File: config.mk
export PLATFORM = sky130hd
export DESIGN_NAME = i2c_fifo_pair
export DESIGN_NICKNAME = d
export VERILOG_FILES = /design/src/rtl/i2c_fifo_pair.sv
export SDC_FILE = /design/constraint.sdc
export NUM_CORES = 1
export LEC_CHECK = 0
export CAP_MARGIN = 5
export CORE_ASPECT_RATIO = 1.5
export CORE_MARGIN = 3
export CORE_UTILIZATION = 38
export DETAILED_ROUTE_END_ITERATION = 10
export GPL_TIMING_DRIVEN = 0
export SYNTH_ARGS = -nofsm -noshare
export SYNTH_HDL_FRONTEND = slang
export SYNTH_SLANG_ARGS = --single-unit
File: constraint.sdc
create_clock -name clk -period 8.23 [get_ports clk]
set_input_delay 2.469 -clock clk [delete_from_list [all_inputs] [get_ports clk]]
set_output_delay 2.469 -clock clk [all_outputs]
set_load 0.02 [all_outputs]
File: src/rtl/i2c_fifo_pair.sv
module i2c_fifo_pair #(
  parameter int DEPTH = 16,
  parameter int TXW   = 10,
  parameter int RXW   = 8
) (
  input  logic           clk,
  input  logic           rst_n,
  input  logic           host_valid,
  input  logic           host_write,
  input  logic [2:0]     host_addr,
  input  logic [TXW-1:0] host_wdata,
  output logic [TXW-1:0] host_rdata,
  input  logic           tx_pop,
  output logic [TXW-1:0] tx_head,
  input  logic           rx_push,
  input  logic [RXW-1:0] rx_byte,
  output logic           irq_tx_empty,
  output logic           irq_tx_half,
  output logic           irq_rx_full
);
  localparam int AW = $clog2(DEPTH);
  localparam int CW = AW + 1;
  localparam logic [CW-1:0] FULL_CNT = CW'(DEPTH);
  localparam logic [CW-1:0] HALF_CNT = CW'(DEPTH / 2);
  localparam logic [AW-1:0] LAST_IDX = AW'(DEPTH - 1);
  localparam logic [2:0] A_CTRL = 3'd0, A_STAT = 3'd1, A_TXD = 3'd2, A_RXD = 3'd3,
                         A_TXO  = 3'd4, A_RXO  = 3'd5, A_THR = 3'd6, A_DBG = 3'd7;

  logic [TXW-1:0] tx_mem [DEPTH];
  logic [RXW-1:0] rx_mem [DEPTH];
  logic [AW-1:0]  tx_rp, tx_wp, rx_rp, rx_wp, rx_thr;
  logic [CW-1:0]  tx_cnt, rx_cnt;
  logic           tx_flush, tx_ovf;

  wire host_wr = host_valid & host_write;
  wire host_rd = host_valid & ~host_write;
  wire tx_empty = (tx_cnt == '0);
  wire tx_full  = (tx_cnt == FULL_CNT);
  wire rx_empty = (rx_cnt == '0);
  wire rx_full  = (rx_cnt == FULL_CNT);

  wire tx_wr_req  = host_wr && host_addr == A_TXD;
  wire tx_do_push = tx_wr_req & ~tx_full & ~tx_flush;
  wire tx_do_pop  = tx_pop & ~tx_empty & ~tx_flush;
  wire rx_do_push = rx_push & ~rx_full;
  wire rx_do_pop  = host_rd && host_addr == A_RXD && !rx_empty;

  wire [AW-1:0] tx_occ = tx_empty ? '0 : AW'(tx_cnt - 1'b1);
  wire [AW-1:0] rx_occ = rx_empty ? '0 : AW'(rx_cnt - 1'b1);

  function automatic logic [AW-1:0] nxt(input logic [AW-1:0] p);
    return (p == LAST_IDX) ? '0 : p + 1'b1;
  endfunction

  // Control, threshold and sticky overflow
  always_ff @(posedge clk) begin
    if (!rst_n) begin
      tx_flush <= 1'b0;
      rx_thr   <= '0;
      tx_ovf   <= 1'b0;
    end else begin
      if (host_wr && host_addr == A_CTRL) tx_flush <= host_wdata[1];
      if (host_wr && host_addr == A_THR)  rx_thr   <= host_wdata[AW-1:0];
      if (tx_wr_req && tx_full && !tx_flush) tx_ovf <= 1'b1;
    end
  end

  // Transmit queue
  always_ff @(posedge clk) begin
    if (!rst_n || tx_flush) begin
      tx_rp  <= '0;
      tx_wp  <= '0;
      tx_cnt <= '0;
    end else begin
      if (tx_do_push) tx_wp <= nxt(tx_wp);
      if (tx_do_pop)  tx_rp <= nxt(tx_rp);
      tx_cnt <= tx_cnt + CW'(tx_do_push) - CW'(tx_do_pop);
    end
  end

  always_ff @(posedge clk)
    if (tx_do_push) tx_mem[tx_wp] <= host_wdata;

  // Receive queue
  always_ff @(posedge clk) begin
    if (!rst_n) begin
      rx_rp  <= '0;
      rx_wp  <= '0;
      rx_cnt <= '0;
    end else begin
      if (rx_do_push) rx_wp <= nxt(rx_wp);
      if (rx_do_pop)  rx_rp <= nxt(rx_rp);
      rx_cnt <= rx_cnt + CW'(rx_do_push) - CW'(rx_do_pop);
    end
  end

  always_ff @(posedge clk)
    if (rx_do_push) rx_mem[rx_wp] <= rx_byte;

  assign tx_head      = tx_empty ? '0 : tx_mem[tx_rp];
  assign irq_tx_empty = tx_empty;
  assign irq_tx_half  = (tx_cnt <= HALF_CNT);
  assign irq_rx_full  = (rx_cnt == {1'b0, rx_thr} + 1'b1);

  // Register read mux
  always_comb begin
    host_rdata = '0;
    case (host_addr)
      A_CTRL:  host_rdata = TXW'({tx_flush, 1'b0});
      A_STAT:  host_rdata = TXW'({tx_empty, rx_empty, rx_full, tx_full, 4'b0000});
      A_RXD:   host_rdata = rx_empty ? '0 : TXW'(rx_mem[rx_rp]);
      A_TXO:   host_rdata = TXW'(tx_occ);
      A_RXO:   host_rdata = TXW'(rx_occ);
      A_THR:   host_rdata = TXW'(rx_thr);
      A_DBG:   host_rdata = TXW'(tx_ovf);
      default: host_rdata = '0;
    endcase
  end
endmodule

; Word level (Yosys, flattened, before mapping)
; Memories as Yosys holds them, arrays and structs flattened. A register that Yosys moved wholly into a read port is not among the register bits.
; Index checks and enable logic that the tools add are counted.
[op_classes]
n_mul = 0
mux = 17
reduce_logical = 14
shift = 0
n_div = 0
n_lt_le_gt_ge = 1
bitwise_logic = 12
addsub = 11
n_eq_ne = 14
[op_table]
columns = cell, count
row1 = case mux 8 bit (7 select lines), 1
row2 = 2-to-1 mux 4 bit, 10
row3 = "adder 4 x 1 -> 4 bit, second input constant", 4
row4 = "== test 4 bit, second input constant", 4
row5 = "== test 3 bit, second input constant", 4
row6 = adder 5 x 1 -> 5 bit, 2
row7 = "== test 5 bit, second input constant", 2
row8 = zero test 5 bit, 2
row9 = 2-to-1 mux 10 bit, 1
row10 = subtractor 5 x 1 -> 5 bit, 2
row11 = 2-to-1 mux 8 bit, 1
row12 = "subtractor 4 x 1 -> 4 bit, second input constant", 2
row13 = AND 1 bit, 7
row14 = logical AND 1 bit, 7
row15 = "== test 3 x 2 -> 1 bit, second input constant", 2
row16 = "adder 4 x 1 -> 5 bit, second input constant", 1
row17 = == test 5 bit, 1
row18 = "<= comparator 5 x 4 -> 1 bit, second input constant", 1
row19 = inverter 1 bit, 5
row20 = 2-to-1 mux 1 bit, 4
row21 = "== test 3 x 1 -> 1 bit, second input constant", 1
row22 = zero test 1 bit, 3
row23 = zero test 3 bit, 1
row24 = logical OR 1 bit, 1
[word_totals]
reg_bits = 32
latch_bits = 0
mem_bits_ro = 0
in_bits = 27
elab_cells = 80
mem_count = 2
ram_bits = 288
[memory_table]
columns = name, depth, width, read_ports, rd_ports_with_merged_regs, wr, line_no
row1 = tx_mem, 16, 10, 1, 1, 1, 29  ; logic [TXW-1:0] tx_mem [DEPTH];
row2 = rx_mem, 16, 8, 1, 1, 1, 30  ; logic [RXW-1:0] rx_mem [DEPTH];

; Logic depth before layout (Yosys ltp)
; Gate-level depths: netlist of the first run.
[depth]
word_depth = 6
mapped_depth = 12

; Worst setup path before layout of the first run
; Ideal clock, no wire load.
[synth_path]
path_type = input -> output
startpoint = input port host_addr[0]
endpoint = output port host_rdata[0]
cell_stages = 5
slack_ps = 2028
arrival_ps = 3733
t_required_ps = 5761
cell_sequence = buf_6 > or4b_2 > o22ai_1 > a311oi_1 > o211ai_1
[synth_between]
elab_chain_len = 2
[synth_rtl]
columns = element, line_no
row1 = "start, declared", 10  ; input logic [2:0] host_addr,
row2 = "== test 3 bit, or another cell as far along", 108  ; case (host_addr)
row3 = case mux 8 bit (7 select lines) (*), 108
row4 = "end, declared", 12  ; output logic [TXW-1:0] host_rdata,
; Every way passes the cells marked *; elsewhere a longest branch is shown, timed or not.

; Worst setup path after layout of the first run
[layout_path]
startpoint = input port host_addr[1]
endpoint = output port host_rdata[1]
; Same word-level chain as after synthesis.

==> results.json, run 1 <==
{
  "status": "finished, final reports clean",
  "clock_skew_ns": 0.00872,
  "cts_made_buffers": 30,
  "clock_path_buffers": 3,
  "cp.arrival_ns": 5.44,
  "hold_depth": 2,
  "r2r-start": "rx_cnt[2]",
  "synthArstFlopShare_pct": 0,
  "cts_max_level": 1,
  "synthesis.area_um2": 13600,
  "grt_pass1_vias": 7449,
  "period_share_pct": 96.1,
  "reg2reg_to": "rx_cnt[4]",
  "hold_ws_ns": 0.507,
  "grt_max_degree": 19,
  "ctsHoldBuffers": 0,
  "max_cap_violations": 0,
  "syn_inst": 795,
  "crit_type": "in2out",
  "grt_pass1_wl_mm": 45.5,
  "dr_total_vias": 7080,
  "yosysSeqAreaShare_pct": 69.4,
  "cts_setup_buffers": 0,
  "setup_viol": 0,
  "synth.distinct_cells": 66,
  "slew_violations": 0,
  "end_kind": "output pin",
  "ff_latch_area_um2": 9450,
  "hold_end": "tx_ovf",
  "n_fill_cell": 3104,
  "final_hold_viol_count": 0,
  "worst_pin_slew_ns": 1.22,
  "crit_path_start_kind": "primary input",
  "final_cell_mix": "288 x edfxtp_1, 63 x mux4_2, 53 x nor2_1, 47 x mux2i_1, 46 x clkdlybuf4s50_1",
  "final_util_pct": 44.7,
  "maxSlewHeadroom_pct": 18.4,
  "peakVddDrop_mv": 0.149,
  "drt_first_pass_iters": 5,
  "nNetsFinal": 937,
  "r2r_slack_ns": 4.87,
  "fp-row-count": 84,
  "worstRegToRegCells": 11,
  "syn_to_final_growth_pct": 15.5,
  "port_buffers": 46,
  "antenna_found_initial": 1,
  "multiInputGateArea_um2": 3960,
  "clk_pin_slew_ns": 0.06,
  "dp_hpwl_mm": 20.4,
  "final_antenna_net_count": 0,
  "routed_wirelength_mm": 29.6,
  "hold_path_class": "reg2reg",
  "ys_warn_count": 0,
  "cts_root_buf": "clkbuf_16",
  "finalWeightedCongestion": 0.814,
  "cts_num_sinks": 328,
  "synth.avg_cell_area_um2": 17.1,
  "power.density_nw_per_um2": 256,
  "cts_resized": 0,
  "cp.required_ns": 5.76,
  "grt_usage_pct": 15.7,
  "io_pins": 50,
  "setup_tns_ns": 0,
  "vias_per_cell": 5.16,
  "period_needed_ns": 7.91,
  "synth_flop_cell": "edfxtp_1",
  "drc_errors": 0,
  "grt_overflow": 0,
  "synth_edf_count": 288,
  "final_common_cell": "edfxtp_1",
  "fmax_mhz": 126,
  "ys_ff_latch": 328,
  "core_area_um2": 35200,
  "dr.first_iter.drc_count": 429,
  "fp.dieW_um": 161,
  "p_leak_nw": 5.00,
  "antennaDiodeCount": 0,
  "start_util_pct": 38.7,
  "rsz0062_at_grt": "no",
  "drive_gt1_share_pct": 17.0,
  "worst_hold_startpoint": "tx_ovf",
  "cp_max_fo": 8,
  "die-area_um2": 38200,
  "clock_latency_ns": 0.56,
  "dieHeight_um": 238,
  "tritoncts": "done",
  "wl_per_cell_um": 21.6
}
metal layers:
layer | up-vias | GRT usage, % | routed length [µm]
met5 | - | 0 | 0
met4 | 0 | 4.68 | 755
met3 | 38 | 2.55 | 1540
met2 | 189 | 29.7 | 16300
met1 | 3579 | 18.0 | 11000
li1 | 3274 | - | -
where the power goes:
part	leakage, nW	switching, W	internal [W]
sequential	2.92	0.0000329	0.00185
combinational	1.61	0.000417	0.000336
clock	0.470	0.000582	0.000801
final cells by class:
class	instances	area share, %
Clock buffer	43	5.35
Timing Repair Buffer	50	3.21
Multi-Input combinational cell	415	25.2
Buffer	34	1.11
Clock inverter	11	0.843
Sequential cell	328	60.1
Tap cell	473	3.76
Inverter	19	0.453
worst max-delay path: stages:
cell,delay (ns)
clkdlybuf4s50_1,0.62
nand3b_1,0.24
nor3_1,0.91
a311oi_1,0.34
o211ai_1,0.21
clkdlybuf4s50_1,0.65
sequential cells by signal, indices dropped and copies added (netlist names), 4 cells and up, named ones only:
register	flops
tx_rp	4
rx_rp	4
rx_mem	128
rx_wp	4
rx_thr	4
tx_cnt	5
tx_mem	160
tx_wp	4
rx_cnt	5
synthesized netlist by cell type (2+ instances only):
| master | count | area, µm² |
|---|---|---|
| xnor2_1 | 13 | 114 |
| nand2_1 | 41 | 154 |
| a21boi_0 | 7 | 52.6 |
| and2_1 | 8 | 50.1 |
| xor2_1 | 7 | 61.3 |
| or4_1 | 2 | 15.0 |
| buf_2 | 12 | 60.1 |
| nor3_1 | 11 | 55.1 |
| a21oi_1 | 16 | 80.1 |
| ha_1 | 30 | 375 |
| and3_1 | 4 | 25.0 |
| dfxtp_1 | 40 | 801 |
| fa_1 | 2 | 40.0 |
| or3_1 | 2 | 12.5 |
| o21ai_0 | 11 | 55.1 |
| a31oi_1 | 3 | 18.8 |
| nand3_1 | 14 | 70.1 |
| mux2_2 | 3 | 33.8 |
| nor2_1 | 53 | 199 |
| o22ai_1 | 14 | 87.6 |
| nand4_1 | 4 | 25.0 |
| o211ai_1 | 3 | 22.5 |
| mux4_2 | 63 | 1420 |
| nor2b_1 | 11 | 68.8 |
| a22oi_1 | 5 | 37.5 |
| a311oi_1 | 5 | 43.8 |
| mux2i_1 | 47 | 470 |
| edfxtp_1 | 288 | 8650 |
| clkbuf_1 | 13 | 48.8 |
| a32oi_1 | 2 | 17.5 |
| buf_1 | 3 | 11.3 |
| inv_1 | 17 | 63.8 |
| buf_4 | 4 | 30.0 |
| nand2b_1 | 5 | 31.3 |
how the worst max path moves through the flow:
stage / startpoint / end / slack, ns
after detailed placement: host_addr[1] / host_rdata[4] / 0.34
after global placement: host_addr[1] / host_rdata[4] / 0.33
after CTS: host_addr[1] / host_rdata[4] / 0.32
after global routing: host_addr[1] / host_rdata[1] / 0.15
final: host_addr[1] / host_rdata[1] / 0.32
after floorplan: host_addr[0] / host_rdata[0] / 2.03
metrics by stage:
stage	cells	instance area, µm²	total power (W)	setup WS (ns)
after floorplan	796	13600	0.00241	2.03
after global placement	1315	14700	0.00268	0.332
after detailed placement	1319	14800	0.00269	0.336
after CTS	1373	15700	0.00407	0.323
after global routing	1373	15700	0.00420	0.150
final	1373	15700	0.00402	0.317
logic make-up (layout without fill, tap and decap cells):
family,Yosys count,count (layout),synth area share (%)
AO/OA/AOI/OAI,74,74,3.58
XOR/XNOR,20,20,1.29
adder cells (fa/ha/maj),32,32,3.05
buffers and inverters,53,157,1.81
flip-flops,328,328,69.4
multiplexers,113,113,14.1
other,1,2,0.0275
AND/OR/NAND/NOR,174,174,6.69
No activity file was read; power rests on OpenSTA's default activity.
==> run 2, diff against run 1 <==
HOLD_SLACK_MARGIN = 0.05   (was unset)
==> results of run 2 <==
No change in the layout: final DEF, timing and power equal those of run 1.
==> run 3, diff against run 2 <==
ABC_AREA = 1   (was unset)
CTS_BUF_LIST = sky130_fd_sc_hd__clkbuf_8   (was unset)
PLACE_DENSITY = 0.6   (was unset)
==> results.json, run 3 <==
{
  "status": "finished, final reports clean",
  "vias_per_cell": 4.95,
  "crit_path_start_kind": "primary input",
  "grt_usage_pct": 19.3,
  "worst_pin_slew_ns": 1.05,
  "largest_register_ffs": 160,
  "final_cell_mix": "379 x nand2_1, 288 x edfxtp_1, 188 x nand3_1, 178 x inv_1, 142 x nor2_1",
  "cts_made_buffers": 50,
  "slew_violations": 0,
  "hold_end": "tx_ovf",
  "worstRegToRegCells": 14,
  "n_fill_cell": 3695,
  "clock_skew_ns": 0.0187,
  "finalWeightedCongestion": 0.942,
  "fp.dieW_um": 165,
  "drt_first_pass_iters": 5,
  "dr.first_iter.drc_count": 687,
  "routed_wirelength_mm": 38.9,
  "start_util_pct": 38.5,
  "nNetsFinal": 1592,
  "hold_ws_ns": 0.478,
  "clock_latency_ns": 0.57,
  "io_pins": 50,
  "grt-busiest-layer": "met2",
  "p_leak_nw": 6.54,
  "cp_slowest_cell": "clkdlybuf4s50_1",
  "reg_top3": "tx_mem (160), rx_mem (128)",
  "max_cap_violations": 0,
  "final_hold_viol_count": 0,
  "grt_pass1_vias": 10243,
  "cts_resized": 0,
  "end_kind": "output pin",
  "power.density_nw_per_um2": 255,
  "maxSlewHeadroom_pct": 29.7,
  "cp.required_ns": 5.76,
  "cts_num_sinks": 328,
  "wl_per_cell_um": 18.9,
  "synthesis.area_um2": 14500,
  "largest_register": "tx_mem",
  "hold_path_class": "reg2reg",
  "ys_warn_count": 0,
  "final_common_cell": "nand2_1",
  "syn_inst": 1434,
  "path_cells": "clkdlybuf4s50_1, inv_1, nor3_1, nand2_1, nand2_1, clkdlybuf4s50_1",
  "reg2reg_to": "rx_cnt[4]",
  "fmax_mhz": 141,
  "hold_depth": 2,
  "peakVddDrop_mv": 0.166,
  "met1_usage_pct": 20.4,
  "met3_usage_pct": 3.01,
  "grt_overflow": 0,
  "grt_pass1_wl_mm": 58.5,
  "synth.distinct_cells": 34,
  "cts_max_level": 2,
  "final_antenna_net_count": 0,
  "cts_setup_buffers": 0,
  "ys_ff_latch": 328,
  "yosys.cell_count.top_type": "nand2_1",
  "die-area_um2": 40500,
  "synth_edf_count": 288,
  "period_share_pct": 86.2,
  "r2r_slack_ns": 5.40,
  "synth.avg_cell_area_um2": 10.1,
  "setup_viol": 0,
  "port_buffers": 46,
  "period_needed_ns": 7.10,
  "clock_path_buffers": 3,
  "cp.arrival_ns": 4.63,
  "final_util_pct": 43.8,
  "synthArstFlopShare_pct": 0,
  "max_stage_delay_ns": 0.63,
  "crit_type": "in2out",
  "worst_hold_startpoint": "tx_ovf",
  "met2_usage_pct": 35.0,
  "antennaDiodeCount": 0,
  "dieHeight_um": 245,
  "multiInputGateArea_um2": 4130,
  "rsz0062_at_grt": "no",
  "dr_total_vias": 10211,
  "synth_flop_cell": "edfxtp_1",
  "drc_errors": 0,
  "netlist_top_cells_area": "edfxtp_1 60%, nand2_1 9.8%, nand3_1 6.5%",
  "yosys-top-cells-count": "379 x nand2_1, 288 x edfxtp_1, 188 x nand3_1, 157 x inv_1, 142 x nor2_1",
  "cp_max_fo": 5,
  "synth_top_area_share_pct": 59.7,
  "tritoncts": "done",
  "yosysSeqAreaShare_pct": 65.2,
  "core_area_um2": 37700,
  "grt_max_degree": 19,
  "r2r-start": "rx_cnt[0]",
  "fp-row-count": 87,
  "drive_gt1_share_pct": 7.12,
  "ctsHoldBuffers": 0,
  "synth_top_area_cell": "edfxtp_1",
  "setup_tns_ns": 0,
  "dp_hpwl_mm": 27.0,
  "cts_root_buf": "clkbuf_8",
  "antenna_found_initial": 0,
  "syn_to_final_growth_pct": 14.0,
  "clk_pin_slew_ns": 0.06,
  "ff_latch_area_um2": 9450
}
-- run 3: metal layers --
layer | part of all wire [%] | up-vias
met4 | 7.2 | 0
met1 | 36 | 4777
met3 | 5.1 | 134
li1 | - | 4953
met2 | 52 | 347
met5 | 0 | -
-- run 3: critical path: cells and delay by family --
kind / cells / cell delay, ns
buffers and inverters: 3 / 1.28
and+or+nand+nor: 3 / 0.87
-- run 3: final cells by class --
class,instances,share of cell area (%)
clock inverter,40,1.44
inverter,163,3.71
timing repair buffer,46,2.79
tap,489,3.71
multi-input combinational,883,25.0
clock buffer,51,4.25
buffer,61,1.80
sequential,328,57.3
-- run 3: cell families (layout without fill, tap and decap cells) --
logic type	after synthesis	after routing	share of synthesized area [%]
and+or+nand+nor	727	727	20.8
xor gates and xnor gates	16	16	0.968
buffers and inverters	224	361	6.27
other	1	2	0.0259
AOI/OAI and AO/OA	106	106	3.78
adders and majority gates	32	32	2.87
DFF	328	328	65.2
-- run 3: worst max path at each step --
stage / from / to / slack [ns]
floorplan: host_addr[2] / host_rdata[5] / 2.55
global placement: host_addr[0] / host_rdata[7] / 1.06
detailed placement: host_addr[0] / host_rdata[7] / 1.11
CTS: host_addr[0] / host_rdata[7] / 1.09
global route: host_addr[0] / host_rdata[7] / 1.03
finish: host_addr[0] / host_rdata[7] / 1.13
-- run 3: power by group --
part | internal, W | switching [W] | leakage [nW]
registers | 0.00186 | 0.0000336 | 2.92
clock network | 0.000668 | 0.000610 | 0.554
logic | 0.000353 | 0.000681 | 3.07
total | 0.00288 | 0.00132 | 6.54
-- run 3: stage by stage --
stage	cells	power [W]	setup slack, ns	instance area, µm²
final	2061	0.00421	1.13	16500
after global routing	2061	0.00443	1.03	16500
after CTS	2061	0.00424	1.09	16500
after detailed placement	1970	0.00296	1.11	15600
after global placement	1970	0.00294	1.06	15600
after floorplan	1435	0.00256	2.55	14500
